## src/rtl/bus_share_pkg.sv

```systemverilog
package bus_share_pkg;

  typedef enum logic [1:0] {
    M_OWN  = 2'd0,
    M_STOP = 2'd1,
    M_HELD = 2'd2
  } mst_state_e;

  typedef enum logic [2:0] {
    S_IDLE    = 3'd0,
    S_REQ     = 3'd1,
    S_OWN     = 3'd2,
    S_DRAIN   = 3'd3,
    S_WAITACK = 3'd4
  } slv_state_e;

  typedef struct packed {
    logic grant;
    logic bus_drive;
    logic ack_out;
    logic hold_out;
    logic req_out;
  } pin_out_t;

  localparam pin_out_t PIN_DEFAULT = '{grant: 1'b1, bus_drive: 1'b1,
                                       ack_out: 1'b0, hold_out: 1'b0,
                                       req_out: 1'b0};

endpackage

```

## src/rtl/bus_share_sync.sv

```systemverilog
module bus_share_sync #(
  parameter int WIDTH  = 3,
  parameter int STAGES = 2
) (
  input  logic             clk,
  input  logic             rst,
  input  logic [WIDTH-1:0] d,
  output logic [WIDTH-1:0] q
);

  logic [STAGES-1:0][WIDTH-1:0] stg;

  always_ff @(posedge clk) begin
    if (rst) begin
      stg <= '0;
    end else begin
      for (int i = STAGES - 1; i > 0; i--) begin
        stg[i] <= stg[i-1];
      end
      stg[0] <= d;
    end
  end

  assign q = stg[STAGES-1];

endmodule

```

## src/rtl/bus_share_master.sv

```systemverilog
module bus_share_master
  import bus_share_pkg::*;
(
  input  logic     clk,
  input  logic     rst,
  input  logic     run,
  input  logic     hold_s,
  input  logic     cyc_idle,
  input  logic     acc_pend,
  output pin_out_t nxt
);

  mst_state_e st_q, st_d;

  always_comb begin
    st_d = st_q;
    unique case (st_q)
      M_OWN:  if (hold_s) st_d = M_STOP;
      M_STOP: begin
        if (!hold_s)       st_d = M_OWN;
        else if (cyc_idle) st_d = M_HELD;
      end
      M_HELD: if (!hold_s) st_d = M_OWN;
      default: st_d = M_OWN;
    endcase
    if (!run) st_d = M_OWN;
  end

  always_comb begin
    nxt = PIN_DEFAULT;
    unique case (st_d)
      M_STOP: nxt.grant = 1'b0;
      M_HELD: begin
        nxt.grant     = 1'b0;
        nxt.bus_drive = 1'b0;
        nxt.ack_out   = 1'b1;
        nxt.req_out   = acc_pend;
      end
      default: nxt = PIN_DEFAULT;
    endcase
  end

  always_ff @(posedge clk) begin
    if (rst) st_q <= M_OWN;
    else     st_q <= st_d;
  end

endmodule

```

## src/rtl/bus_share_slave.sv

```systemverilog
module bus_share_slave
  import bus_share_pkg::*;
(
  input  logic     clk,
  input  logic     rst,
  input  logic     run,
  input  logic     ack_s,
  input  logic     req_s,
  input  logic     cyc_idle,
  input  logic     acc_pend,
  output pin_out_t nxt
);

  slv_state_e st_q, st_d;
  logic       want_bus;

  assign want_bus = acc_pend && !req_s;

  always_comb begin
    st_d = st_q;
    unique case (st_q)
      S_IDLE:    if (acc_pend) st_d = S_REQ;
      S_REQ:     if (ack_s)    st_d = S_OWN;
      S_OWN:     if (!want_bus) st_d = S_DRAIN;
      S_DRAIN: begin
        if (want_bus)      st_d = S_OWN;
        else if (cyc_idle) st_d = S_WAITACK;
      end
      S_WAITACK: if (!ack_s) st_d = S_IDLE;
      default:   st_d = S_IDLE;
    endcase
    if (!run) st_d = S_IDLE;
  end

  always_comb begin
    nxt = '0;
    unique case (st_d)
      S_REQ:   nxt.hold_out = 1'b1;
      S_OWN: begin
        nxt.grant     = 1'b1;
        nxt.bus_drive = 1'b1;
        nxt.hold_out  = 1'b1;
      end
      S_DRAIN: begin
        nxt.bus_drive = 1'b1;
        nxt.hold_out  = 1'b1;
      end
      default: nxt = '0;
    endcase
  end

  always_ff @(posedge clk) begin
    if (rst) st_q <= S_IDLE;
    else     st_q <= st_d;
  end

endmodule

```

## src/rtl/bus_share_arb.sv

```systemverilog
module bus_share_arb
  import bus_share_pkg::*;
#(
  parameter int SYNC_STAGES = 2
) (
  input  logic clk,
  input  logic rst,
  input  logic arb_en,
  input  logic slave_sel,
  input  logic cyc_idle,
  input  logic acc_pend,
  output logic grant,
  output logic bus_drive,
  input  logic hold_in,
  output logic hold_out,
  output logic hold_oe,
  input  logic ack_in,
  output logic ack_out,
  output logic ack_oe,
  input  logic req_in,
  output logic req_out,
  output logic req_oe
);

  localparam int PIN_IN_W = 3;

  logic                role_q;
  logic [PIN_IN_W-1:0] pins_s;
  logic                hold_s, ack_s, req_s;
  pin_out_t            mst_nxt, slv_nxt, out_q;
  logic [2:0]          oe_q;

  always_ff @(posedge clk) begin
    if (rst)          role_q <= 1'b0;
    else if (!arb_en) role_q <= slave_sel;
  end

  bus_share_sync #(.WIDTH(PIN_IN_W), .STAGES(SYNC_STAGES)) i_sync (
    .clk (clk),
    .rst (rst),
    .d   ({hold_in, ack_in, req_in}),
    .q   (pins_s)
  );
  assign {hold_s, ack_s, req_s} = pins_s;

  bus_share_master i_master (
    .clk      (clk),
    .rst      (rst),
    .run      (arb_en && !role_q),
    .hold_s   (hold_s),
    .cyc_idle (cyc_idle),
    .acc_pend (acc_pend),
    .nxt      (mst_nxt)
  );

  bus_share_slave i_slave (
    .clk      (clk),
    .rst      (rst),
    .run      (arb_en && role_q),
    .ack_s    (ack_s),
    .req_s    (req_s),
    .cyc_idle (cyc_idle),
    .acc_pend (acc_pend),
    .nxt      (slv_nxt)
  );

  // oe_q bits: {ack, hold, req}
  always_ff @(posedge clk) begin
    if (rst || !arb_en) begin
      out_q <= PIN_DEFAULT;
      oe_q  <= 3'b000;
    end else if (role_q) begin
      out_q <= slv_nxt;
      oe_q  <= 3'b010;
    end else begin
      out_q <= mst_nxt;
      oe_q  <= 3'b101;
    end
  end

  assign grant     = out_q.grant;
  assign bus_drive = out_q.bus_drive;
  assign ack_out   = out_q.ack_out;
  assign hold_out  = out_q.hold_out;
  assign req_out   = out_q.req_out;
  assign {ack_oe, hold_oe, req_oe} = oe_q;

endmodule

```

## config.mk

```make
export PLATFORM = sky130hd
export DESIGN_NAME = bus_share_arb
export DESIGN_NICKNAME = d
export VERILOG_FILES = /design/src/rtl/bus_share_pkg.sv /design/src/rtl/bus_share_sync.sv /design/src/rtl/bus_share_master.sv /design/src/rtl/bus_share_slave.sv /design/src/rtl/bus_share_arb.sv
export SDC_FILE = /design/constraint.sdc
export NUM_CORES = 1
export LEC_CHECK = 0
export ABC_AREA = 1
export BUFFER_PORTS_ARGS = -buffer_cell sky130_fd_sc_hd__clkbuf_2
export CAP_MARGIN = 20
export CORE_MARGIN = 2
export CORE_UTILIZATION = 45
export DETAILED_ROUTE_END_ITERATION = 7
export PLACE_DENSITY = 0.74
export SETUP_SLACK_MARGIN = 0.02
export SYNTH_ARGS = -nofsm -noshare
export SYNTH_HDL_FRONTEND = slang
export SYNTH_SLANG_ARGS = --single-unit
export TNS_END_PERCENT = 30
```

## constraint.sdc

```tcl
create_clock -name clk -period 1.2 [get_ports clk]
set_clock_uncertainty 0.05 [all_clocks]
set_input_delay 0.24 -clock clk [delete_from_list [all_inputs] [get_ports clk]]
set_output_delay 0.24 -clock clk [all_outputs]
set_load 0.01 [all_outputs]
```

# Word level (Yosys, flattened, before mapping)

Cells that the tools add are included.

Bits in registers: 20
Output and inout port bits: 8
Word-level logic and storage cells: 61

Eq/ne operators: 11
Muxes and demuxes: 22
Bitwise gates (word level): 2
Reductions and logical operators: 15

Operator list:

| kind                 | count |
|---|---|
| $mux W3              | 8 |
| $pmux W3 S5          | 1 |
| $eq A3 B2 Y1 const B | 4 |
| $mux W2              | 6 |
| $reduce_or A2 Y1     | 4 |
| $eq A3 B1 Y1 const B | 2 |
| $pmux W2 S3          | 1 |
| $reduce_or A3 Y1     | 2 |
| $mux W1              | 5 |
| $mux W5              | 1 |
| $eq A2 B1 Y1 const B | 2 |
| $eq A2 B2 Y1 const B | 2 |
| $eq A3 B3 Y1 const B | 1 |
| $logic_and A1 B1 Y1  | 3 |
| $logic_not A1 Y1     | 3 |
| $logic_not A3 Y1     | 1 |
| $logic_not A2 Y1     | 1 |
| $not A1 Y1           | 2 |
| $logic_or A1 B1 Y1   | 1 |

# Longest topological paths before layout

Gate-level depths: netlist (run 1).

Depth in word-level cells: 9
Depth in mapped cells: 9
Depth with buffers taken out: 9

# Modules after synthesis

A second synthesis (run 1) with hierarchy kept.

Cell total of the unflattened synthesis: 119
Area total of the unflattened synthesis: 824.5 um^2

By module, submodules not included:

| module           | times used | cells an instance | area an instance (um^2) | seq. area each (um^2) |
|---|---|---|---|---|
| bus_share_arb    | 1          | 37                | 291.5                   | 160.2 |
| bus_share_slave  | 1          | 41                | 226.5                   | 60.1 |
| bus_share_sync   | 1          | 21                | 187.7                   | 120.1 |
| bus_share_master | 1          | 20                | 118.9                   | 40.0 |

# Worst setup path before layout (run 1)

OpenSTA, ideal clock, no wires.

Path type: flip-flop to flip-flop
Start: reg i_master.st_q[0]
End: reg out_q, in the netlist req_out
Library setup time: 0.115 ns
Arrival time: 1.128 ns
Data required time: 1.035 ns
Slack: -0.093 ns
Stages on the path, launching flop included: 6
Path through: dfxtp_1 > a21oi_1 > nand3_1 > ha_1 > and3_4 > and2_1

Longest elaborated chain between the ends: 7
Elaborated cells between the ends (all ways): 12
Those cells by class: 3 x eq/ne; 6 x mux; 1 x bitwise; 2 x reduce/logical

Ends and longest elaborated chain:

| element                        | line                   | source |
|---|---|---|
| from (decl)                    | bus_share_master.sv:13 | `mst_state_e st_q, st_d;` |
| from (signal assigned)         | bus_share_master.sv:45 | `else st_q <= st_d;` |
| $mux W2                        | bus_share_master.sv:21 | `else if (cyc_idle) st_d = M_HELD;` |
| $mux W2                        | bus_share_master.sv:20 | `if (!hold_s) st_d = M_OWN;` |
| $pmux W2 S3 (*)                | bus_share_master.sv:17 | `unique case (st_q)` |
| $mux W2 (*)                    | bus_share_master.sv:26 | `if (!run) st_d = M_OWN;` |
| $eq A2 B2 Y1 (*)               | bus_share_master.sv:31 | `unique case (st_d)` |
| $not A1 Y1 (no line) (*)       | n/a                    |  |
| $reduce_or A3 Y1 (no line) (*) | n/a                    |  |
| to (signal assigned)           | bus_share_arb.sv:73    | `out_q <= slv_nxt;` |
| to (signal assigned)           | bus_share_arb.sv:76    | `out_q <= mst_nxt;` |
| to (decl)                      | bus_share_arb.sv:30    | `pin_out_t mst_nxt, slv_nxt, out_q;` |

Every way passes the cells marked *; elsewhere a longest branch is shown, timed or not.
A chain may end at the register's enable or synchronous reset.

# Worst setup path in the final report (run 1)

Start: reg role_q
End: reg out_q, in the netlist grant

Longest elaborated chain between the ends: 7
Elaborated cells between the ends (all ways): 12
Those cells by class: 3 x eq/ne; 5 x mux; 4 x reduce/logical

Ends and longest elaborated chain:

| element                                      | line                   | source |
|---|---|---|
| from (decl)                                  | bus_share_arb.sv:27    | `logic role_q;` |
| from (signal assigned)                       | bus_share_arb.sv:35    | `else if (!arb_en) role_q <= slave_sel;` |
| $logic_not A1 Y1 (*)                         | bus_share_arb.sv:49    | `.run (arb_en && !role_q),` |
| $logic_and A1 B1 Y1 (*)                      | bus_share_arb.sv:49    |  |
| $mux W2 (*)                                  | bus_share_master.sv:26 |  |
| via i_master.st_d[1]                         | bus_share_master.sv:13 |  |
| $eq A2 B1 Y1 or $eq A2 B2 Y1 (tied branches) | bus_share_master.sv:31 |  |
| $reduce_or A2 Y1 (no line) (*)               | n/a                    |  |
| $mux W1 (*)                                  | bus_share_master.sv:31 |  |
| $mux W5 (*)                                  | bus_share_arb.sv:72    | `end else if (role_q) begin` |

Mark *: on every way through the listed nets, which the timed path passes. The rest lies on a longest branch.

==> impl_metrics.toml, run 1 <==
[run_status]
status = "finished with violations"
violations = "setup timing"

[critical_path]
cp_max_fo = 3
rrSetupSlack_ps = -40
cp.arrival_ps = 1390
r2r_start = "role_q$_SDFFE_PP0N_"
start_kind = "flip-flop"
r2r-end = "grant$_SDFF_PP1_"
cp.required_ps = 1350
ff2ff_path_depth = 8
worstSetupEndpointType = "flip-flop"
crit_type = "flip-flop to flip-flop"

[routing]
dr.pass1.iters = 4
drc = 0
routed_wl_um = 1320
viasPerCell = 4.69
via_count = 629
drt_iter0_drc = 12
wire_per_inst_um = 9.82
drt.antenna.violating_nets = 0

[die]
floorplan.initialDensity_pct = 48.6
dieArea_um2 = 1990
coreArea_um2 = 1520
ios = 17
row_count = 14
chipWidth_um = 44.6
die_y_um = 44.6

[cells_and_area]
drive_gt1_share_pct = 39.0
stdcell_count = 134
areaGrowthSynthToFinish_pct = 29.2
fill_cells = 132
layout_commonest_cell = "inv_1"
final_nets = 129
final_core_util_pct = 62.8
final_cell_mix = "18 x inv_1, 16 x nor2_1, 16 x dfxtp_1, 16 x clkbuf_2"
antennaDiodeCount = 0

[power]
total_power_mw = 1.06
p_leak_nw = 0.483
max-vdd-ir-drop_mv = 1.03
p_per_area_nw_per_um2 = 1110

[timing]
finalSetupTns_ps = -79.5
drv_slew = 0
slew-limit-headroom_pct = 84.9
finalCriticalPeriod_ps = 1240
final.setup.worst_slack_ps = -41.1
setup_violations = 2
max_freq_mhz = 806
hold_viol_final = 0
tightest_slew_ps = 227
rsz0062_at_grt = "yes"
hold_slack_ps = 79.4
fin_crit_sh_pct = 103

[clock_network]
cts.sinks = 19
clk_latency_ps = 280
clk_path_buf_depth = 2
clkTransAtPathRegs_ps = 90
h-tree-depth = 1
cts_tree = "done"
cts-root-buf = "clkbuf_4"
cts-buffers-inserted = 3

[job]
drv_cap = 0

[yosys]
ys_async_sr_fraction_pct = 0
synth_edf_count = 0
synth.net_count = 101
netlist.area_leader.share_pct = 51.4
synthesis.area_um2 = 741
ys_types = 21
ys_seq_area_share_pct = 51.4
synth_seq_cells = 19
ys.flop_type = "dfxtp_1"
synth_area_leader_cell = "dfxtp_1"
postSynthAreaPerCell_um2 = 8.14
synth_area_leaders = "dfxtp_1 51%, inv_1 9.1%, nor2_1 8.1%"
yosys_warnings = 0
postSynthCellCount = 91

[global_routing]
grt.busiest_layer = "met2"
grt_util_met1_pct = 15.2
grt_max_degree = 11
grt_pass1_wl_um = 2280
grt_pass1_vias = 603
grt_use_met3_pct = 7.35
gr-usage-all-layers_pct = 16.2
antenna_found_initial = 0
use_met2_pct = 31.3
grt_overflow_total = 0

[hold_path]
hold_class = "primary input to flip-flop"
worstHoldPathCells = 3
hold_end = "i_sync.stg[2]$_SDFF_PP0_"
hold_path_startpoint = "hold_in"

[placement]
place_hpwl_um = 993
finalWeightedCongestion = 0.757
port_buffers = 16
placed_cells = 128
registers in the layout, summed over array words and instances, names as in the netlist:
register       count
bus_drive          1
i_slave.st_q       3
hold_out           1
ack_out            1
req_out            1
oe_q               2
i_sync.stg         3
grant              1
i_master.st_q      2
role_q             1
i_sync.q           3
power by group:
group	leakage, nW	internal [mW]	total [mW]	switching [mW]
Clock	0.0150	0.129	0.303	0.174
Combinational	0.311	0.0444	0.0972	0.0528
Sequential	0.157	0.648	0.658	0.00968
timing repair:
action,4_1_cts,5_1_grt
hold buffers,0,0
resized for setup,5,0
cloned,0,0
pin swaps,6,2
endpoints found under the setup margin,4,4
buffers inserted,2,0
metrics by stage:
step / setup WS, ps / instance area, um^2
2_1_floorplan: -34.9 / 758
3_3_place_gp: -143 / 898
3_5_place_dp: -172 / 898
4_1_cts: -60.0 / 957
5_1_grt: -127 / 957
6_report: -41.1 / 957
cells in the mapped netlist, types with 2 or more instances:
cell type / number
dfxtp_1: 19
inv_1: 18
nand2_1: 10
nand2_2: 2
nand3_1: 5
nand4_1: 4
nor2_1: 16
nor2_2: 3
nor2_4: 2
critical path, stage by stage (launching register included):
cell	delay (ps)
dfxtp_4	370
nor2_4	110
nand2_2	70
nor3_2	100
ha_1	240
inv_1	50
nand2_1	50
nand2_1	70
nor2_2	30
routing by layer:
| metal | routed length [um] | share of wire (%) |
|---|---|---|
| met2 | 681 | 52 |
| met4 | 13 | 0.99 |
| met1 | 543 | 41 |
| met5 | 0 | 0 |
| met3 | 78 | 5.9 |
worst max path at each step:
stage / endpoint / startpoint / slack, ps / depth (start not counted)
after global placement: grant$_SDFF_PP1_ / arb_en / -140 / 10
after global routing: grant$_SDFF_PP1_ / role_q$_SDFFE_PP0N_ / -130 / 8
final: grant$_SDFF_PP1_ / role_q$_SDFFE_PP0N_ / -40 / 8
after detailed placement: grant$_SDFF_PP1_ / arb_en / -170 / 10
after CTS: grant$_SDFF_PP1_ / role_q$_SDFFE_PP0N_ / -60 / 8
after floorplan: grant$_SDFF_PP1_ / role_q$_SDFFE_PP0N_ / -30 / 8
final cells by class:
class	count	area [um^2]	share of cell area, %
repair buffers	25	148	15.4
clock buffers	4	26.3	2.75
well taps	16	20.0	2.09
inverters	19	71.3	7.45
flip-flops and latches	19	387	40.4
multi-input cells	51	305	31.9
kinds of logic (layout without fill, tap and decap cells):
group | count (synthesis) | after routing | share of synthesized area, %
AOI/OAI and AO/OA | 3 | 3 | 2.36
adders and majority gates | 1 | 1 | 1.69
buffers and inverters | 21 | 48 | 11.3
DFF | 19 | 19 | 51.4
and+or+nand+nor | 47 | 47 | 33.3
Note: power is estimated with default switching activity, not from simulation.
==> run 2: changes to the inputs <==
--- a/config.mk
+++ b/config.mk
@@ -9,9 +9,10 @@
 export BUFFER_PORTS_ARGS = -buffer_cell sky130_fd_sc_hd__clkbuf_2
 export CAP_MARGIN = 20
 export CORE_MARGIN = 2
-export CORE_UTILIZATION = 45
+export CORE_UTILIZATION = 53
 export DETAILED_ROUTE_END_ITERATION = 7
-export PLACE_DENSITY = 0.74
+export HOLD_SLACK_MARGIN = 0.12
+export PLACE_DENSITY = 0.82
 export SETUP_SLACK_MARGIN = 0.02
 export SYNTH_ARGS = -nofsm -noshare
 export SYNTH_HDL_FRONTEND = slang
==> constraint.sdc (replaced) <==
create_clock -name clk -period 1.5 [get_ports clk]
set_clock_uncertainty 0.05 [all_clocks]
set_input_delay 0.15 -clock clk [delete_from_list [all_inputs] [get_ports clk]]
set_output_delay 0.15 -clock clk [all_outputs]
set_load 0.01 [all_outputs]
==> impl_metrics.toml, run 2 (synthesized netlist as in run 1, its figures left out) <==
[timing]
hold_slack_ps = 156
rsz0062_at_grt = "no"
setup_violations = 0
slew-limit-headroom_pct = 79.2
tightest_slew_ps = 313
fin_crit_sh_pct = 94.8
max_freq_mhz = 703
finalCriticalPeriod_ps = 1420
finalSetupTns_ps = 0
drv_slew = 0
hold_viol_final = 0

[power]
max-vdd-ir-drop_mv = 0.492
p_leak_nw = 0.461
total_power_mw = 0.841
p_per_area_nw_per_um2 = 918

[cells_and_area]
layout_commonest_cell = "dfxtp_1"
drive_gt1_share_pct = 27.0
fill_cells = 115
stdcell_count = 130
areaGrowthSynthToFinish_pct = 23.8
final_nets = 126
antennaDiodeCount = 0
final_cell_mix = "19 x dfxtp_1, 18 x inv_1, 16 x nor2_1, 16 x clkbuf_2, 10 x nand2_1"
final_core_util_pct = 70.5

[critical_path]
start_kind = "primary input"
slowest_stage = "dlygate4sd3_1"
crit_type = "primary input to flip-flop"
cp_common_cell = "dlygate4sd3_1"
worstSetupEndpointType = "flip-flop"
path_buf_inv = 3
cp.required_ps = 1640
max_stage_delay_ps = 580
cp_max_fo = 1
crit_family = "buffers and inverters"
crit_chain = "dlygate4sd3_1, clkbuf_2, o21ai_0, dlygate4sd3_1, nor2_1"
cp.arrival_ps = 1560

[routing]
drt.antenna.violating_nets = 0
routed_wl_um = 1230
drc = 0
viasPerCell = 4.65
wire_per_inst_um = 9.48
dr.pass1.iters = 4
via_count = 605
drt_iter0_drc = 11

[hold_path]
hold_class = "primary input to flip-flop"

[placement]
port_buffers = 16
placed_cells = 120
finalWeightedCongestion = 0.783
place_hpwl_um = 909

[global_routing]
grt_overflow_total = 0
antenna_found_initial = 0
gr-usage-all-layers_pct = 17.8
grt_pass1_vias = 492
grt_max_degree = 14
grt_pass1_wl_um = 1920

[die]
floorplan.initialDensity_pct = 56.9
dieArea_um2 = 1710
coreArea_um2 = 1300
die_y_um = 41.4
chipWidth_um = 41.4
row_count = 13
ios = 17

[clock_network]
postCtsSetupBuffers = 0
cts.sinks = 19
h-tree-depth = 1
clk_path_buf_depth = 2
cts-root-buf = "clkbuf_4"
cts-buffers-inserted = 3
clk_latency_ps = 280
clkTransAtPathRegs_ps = 100
cts_tree = "done"

[job]
drv_cap = 0

[run_status]
status = "complete, no violations"
run 2: changes by cell type in the layout (fill, tap and decap cells not counted), sizes merged:
cell	change
buf	-9
dlygate4sd3	+6
run 2: power breakdown:
group	internal, mW	switching (mW)
clock network	0.103	0.139
registers	0.519	0.00664
logic	0.0344	0.0391
run 2: layer usage:
layer / share of wire (%) / track usage (%)
met1: 44 / 20.1
met2: 50 / 30.1
met3: 4.5 / 4.79
met4: 1.2 / 9.68
met5: 0 / 0
run 2: worst paths after layout:
| kind | from | endpoint | slack (ps) | depth (start not counted) |
|---|---|---|---|---|
| max | slave_sel | role_q$_SDFFE_PP0N_ | 80 | 5 |
| min | arb_en | oe_q[0]$_SDFF_PP0_ | 160 | 5 |
| max reg2reg | i_master.st_q[0]$_SDFF_PP0_ | req_out$_SDFF_PP0_ | 150 | 5 |
| min reg2reg | i_sync.stg[0]$_SDFF_PP0_ | i_sync.q[0]$_SDFF_PP0_ | 360 | 2 |
run 2: worst register-to-register path: stages, from the launching register on:
cell and delay (ps):
dfxtp_1 340, a21oi_2 210, nand3_1 140, ha_1 220, and3_4 170, and2_1 120
run 2: final cells by class:
class	count	area [um^2]	share of cell area [%]
Tap cell	15	18.8	2.05
Inverter	19	71.3	7.78
Multi-Input combinational cell	51	280	30.6
Timing Repair Buffer	22	140	15.3
Clock buffer	4	26.3	2.86
Sequential cell	19	380	41.5
run 2: repair_timing:
action                                 in CTS  in global routing
gates resized for setup                     0                  1
setup endpoints to repair                   0                  3
hold buffers                                6                  0
endpoints found under the hold margin       5                  0
run 2: stage by stage:
stage               cell area (um^2)  setup slack [ps]
floorplan                        741               207
global placement                 827               119
detailed placement               827               111
CTS                              913              88.4
global route                     917              28.9
finish                           917              77.9
==> run 3: changes to the inputs <==
--- a/config.mk
+++ b/config.mk
@@ -12,7 +12,7 @@
 export CORE_UTILIZATION = 53
 export DETAILED_ROUTE_END_ITERATION = 7
 export HOLD_SLACK_MARGIN = 0.12
-export PLACE_DENSITY = 0.82
+export PLACE_DENSITY = 0.79
 export SETUP_SLACK_MARGIN = 0.02
 export SYNTH_ARGS = -nofsm -noshare
 export SYNTH_HDL_FRONTEND = slang
==> impl_metrics.toml, run 3 (synthesized netlist as in run 1, its figures left out) <==
[run_status]
status = "complete, no violations"

[routing]
drt.antenna.violating_nets = 0
wire_per_inst_um = 10.0
drt_iter0_drc = 15
via_count = 611
drc = 0
viasPerCell = 4.70
dr.pass1.iters = 4
routed_wl_um = 1300

[timing]
fin_crit_sh_pct = 95.6
finalCriticalPeriod_ps = 1430
max_freq_mhz = 697
tightest_slew_ps = 309
setup_violations = 0
slew-limit-headroom_pct = 79.4
finalSetupTns_ps = 0
drv_slew = 0
hold_viol_final = 0
rsz0062_at_grt = "no"

[clock_network]
cts.sinks = 19
h-tree-depth = 1
postCtsSetupBuffers = 0
cts-buffers-inserted = 3
cts-root-buf = "clkbuf_4"
clk_latency_ps = 310
cts_tree = "done"
clk_path_buf_depth = 2
clkTransAtPathRegs_ps = 120

[critical_path]
crit_chain = "dlygate4sd3_1, clkbuf_2, o21ai_0, dlygate4sd3_1, nor2_1"
crit_type = "primary input to flip-flop"
cp_max_fo = 1
max_stage_delay_ps = 600
start_kind = "primary input"
cp.arrival_ps = 1600
cp.required_ps = 1670
cp_common_cell = "dlygate4sd3_1"
worstSetupEndpointType = "flip-flop"
slowest_stage = "dlygate4sd3_1"

[hold_path]
hold_class = "primary input to flip-flop"

[global_routing]
grt_max_degree = 14
gr-usage-all-layers_pct = 17.9
grt_overflow_total = 0
antenna_found_initial = 0
grt_pass1_vias = 460
grt_pass1_wl_um = 1900

[placement]
finalWeightedCongestion = 0.746
place_hpwl_um = 929
port_buffers = 16

[job]
drv_cap = 0

[power]
max-vdd-ir-drop_mv = 0.620
p_per_area_nw_per_um2 = 940
p_leak_nw = 0.464
total_power_mw = 0.868

[cells_and_area]
final_cell_mix = "19 x dfxtp_1, 18 x inv_1, 16 x nor2_1, 16 x clkbuf_2, 10 x nand2_1"
fill_cells = 108
seqCellArea_um2 = 380
multiInputGateArea_um2 = 285
areaGrowthSynthToFinish_pct = 24.7
antennaDiodeCount = 0
final_nets = 126
layout_commonest_cell = "dfxtp_1"
drive_gt1_share_pct = 28.7

[die]
floorplan.initialDensity_pct = 56.9
row_count = 13
ios = 17
chipWidth_um = 41.4
coreArea_um2 = 1300
dieArea_um2 = 1710
die_y_um = 41.4
## run 3: changes by cell type in the layout (fill, tap and decap cells not counted), sizes merged
cell	change
clkbuf	-1
clkinv	+1
## run 3: area by class of cell
cell class	instances	area share (%)
clock buffer	3	2.44
clock inverter	1	0.542
inverter	19	7.72
multi-input combinational	51	30.9
sequential	19	41.2
tap	15	2.03
timing repair buffer	22	15.2
## run 3: stage by stage
step | std cells | hold WS [ps] | worst slack [ps] | util [%] | area [um^2]
floorplan | 91 | 175 | 207 | - | 741
global placement | 120 | 294 | 116 | 63.6 | 827
detailed placement | 120 | 299 | 97.7 | 63.6 | 827
CTS | 130 | 133 | 76.2 | 70.3 | 915
global route | 130 | 163 | 45.4 | 71.0 | 923
finish | 130 | 139 | 65.6 | 71.0 | 923
## run 3: power breakdown
part	internal (mW)	switching, mW	total [mW]
Sequential	0.519	0.00618	0.525
Combinational	0.0345	0.0407	0.0752
Clock	0.0997	0.168	0.267
Total	0.653	0.215	0.868
## run 3: per-layer routing
metal | wire length (um) | up-vias | GRT usage, %
li1 | - | 323 | -
met1 | 597 | 267 | 21.4
met2 | 623 | 16 | 27.7
met3 | 46 | 5 | 4.79
met4 | 33 | 0 | 12.1
met5 | 0 | - | 0
## run 3: final timing paths
| check | from | end | slack, ps | depth (start not counted) |
|---|---|---|---|---|
| hold / removal | arb_en | oe_q[0]$_SDFF_PP0_ | 140 | 5 |
| hold reg to reg | i_sync.stg[0]$_SDFF_PP0_ | i_sync.q[0]$_SDFF_PP0_ | 350 | 2 |
| setup reg to reg | i_master.st_q[0]$_SDFF_PP0_ | req_out$_SDFF_PP0_ | 140 | 5 |
| setup / recovery | slave_sel | role_q$_SDFFE_PP0N_ | 70 | 5 |
## run 3: what timing repair did
action	in CTS	in global routing
endpoints found under the hold margin	5	0
resized for setup	0	2
hold buffers	6	0
endpoints found under the setup margin	0	2
## run 3: critical path: cells and delay by family
| kind | cells | cell delay (ps) |
|---|---|---|
| and+or+nand+nor | 1 | 40 |
| buffers and inverters | 3 | 1240 |
| AOI/OAI and AO/OA | 1 | 170 |
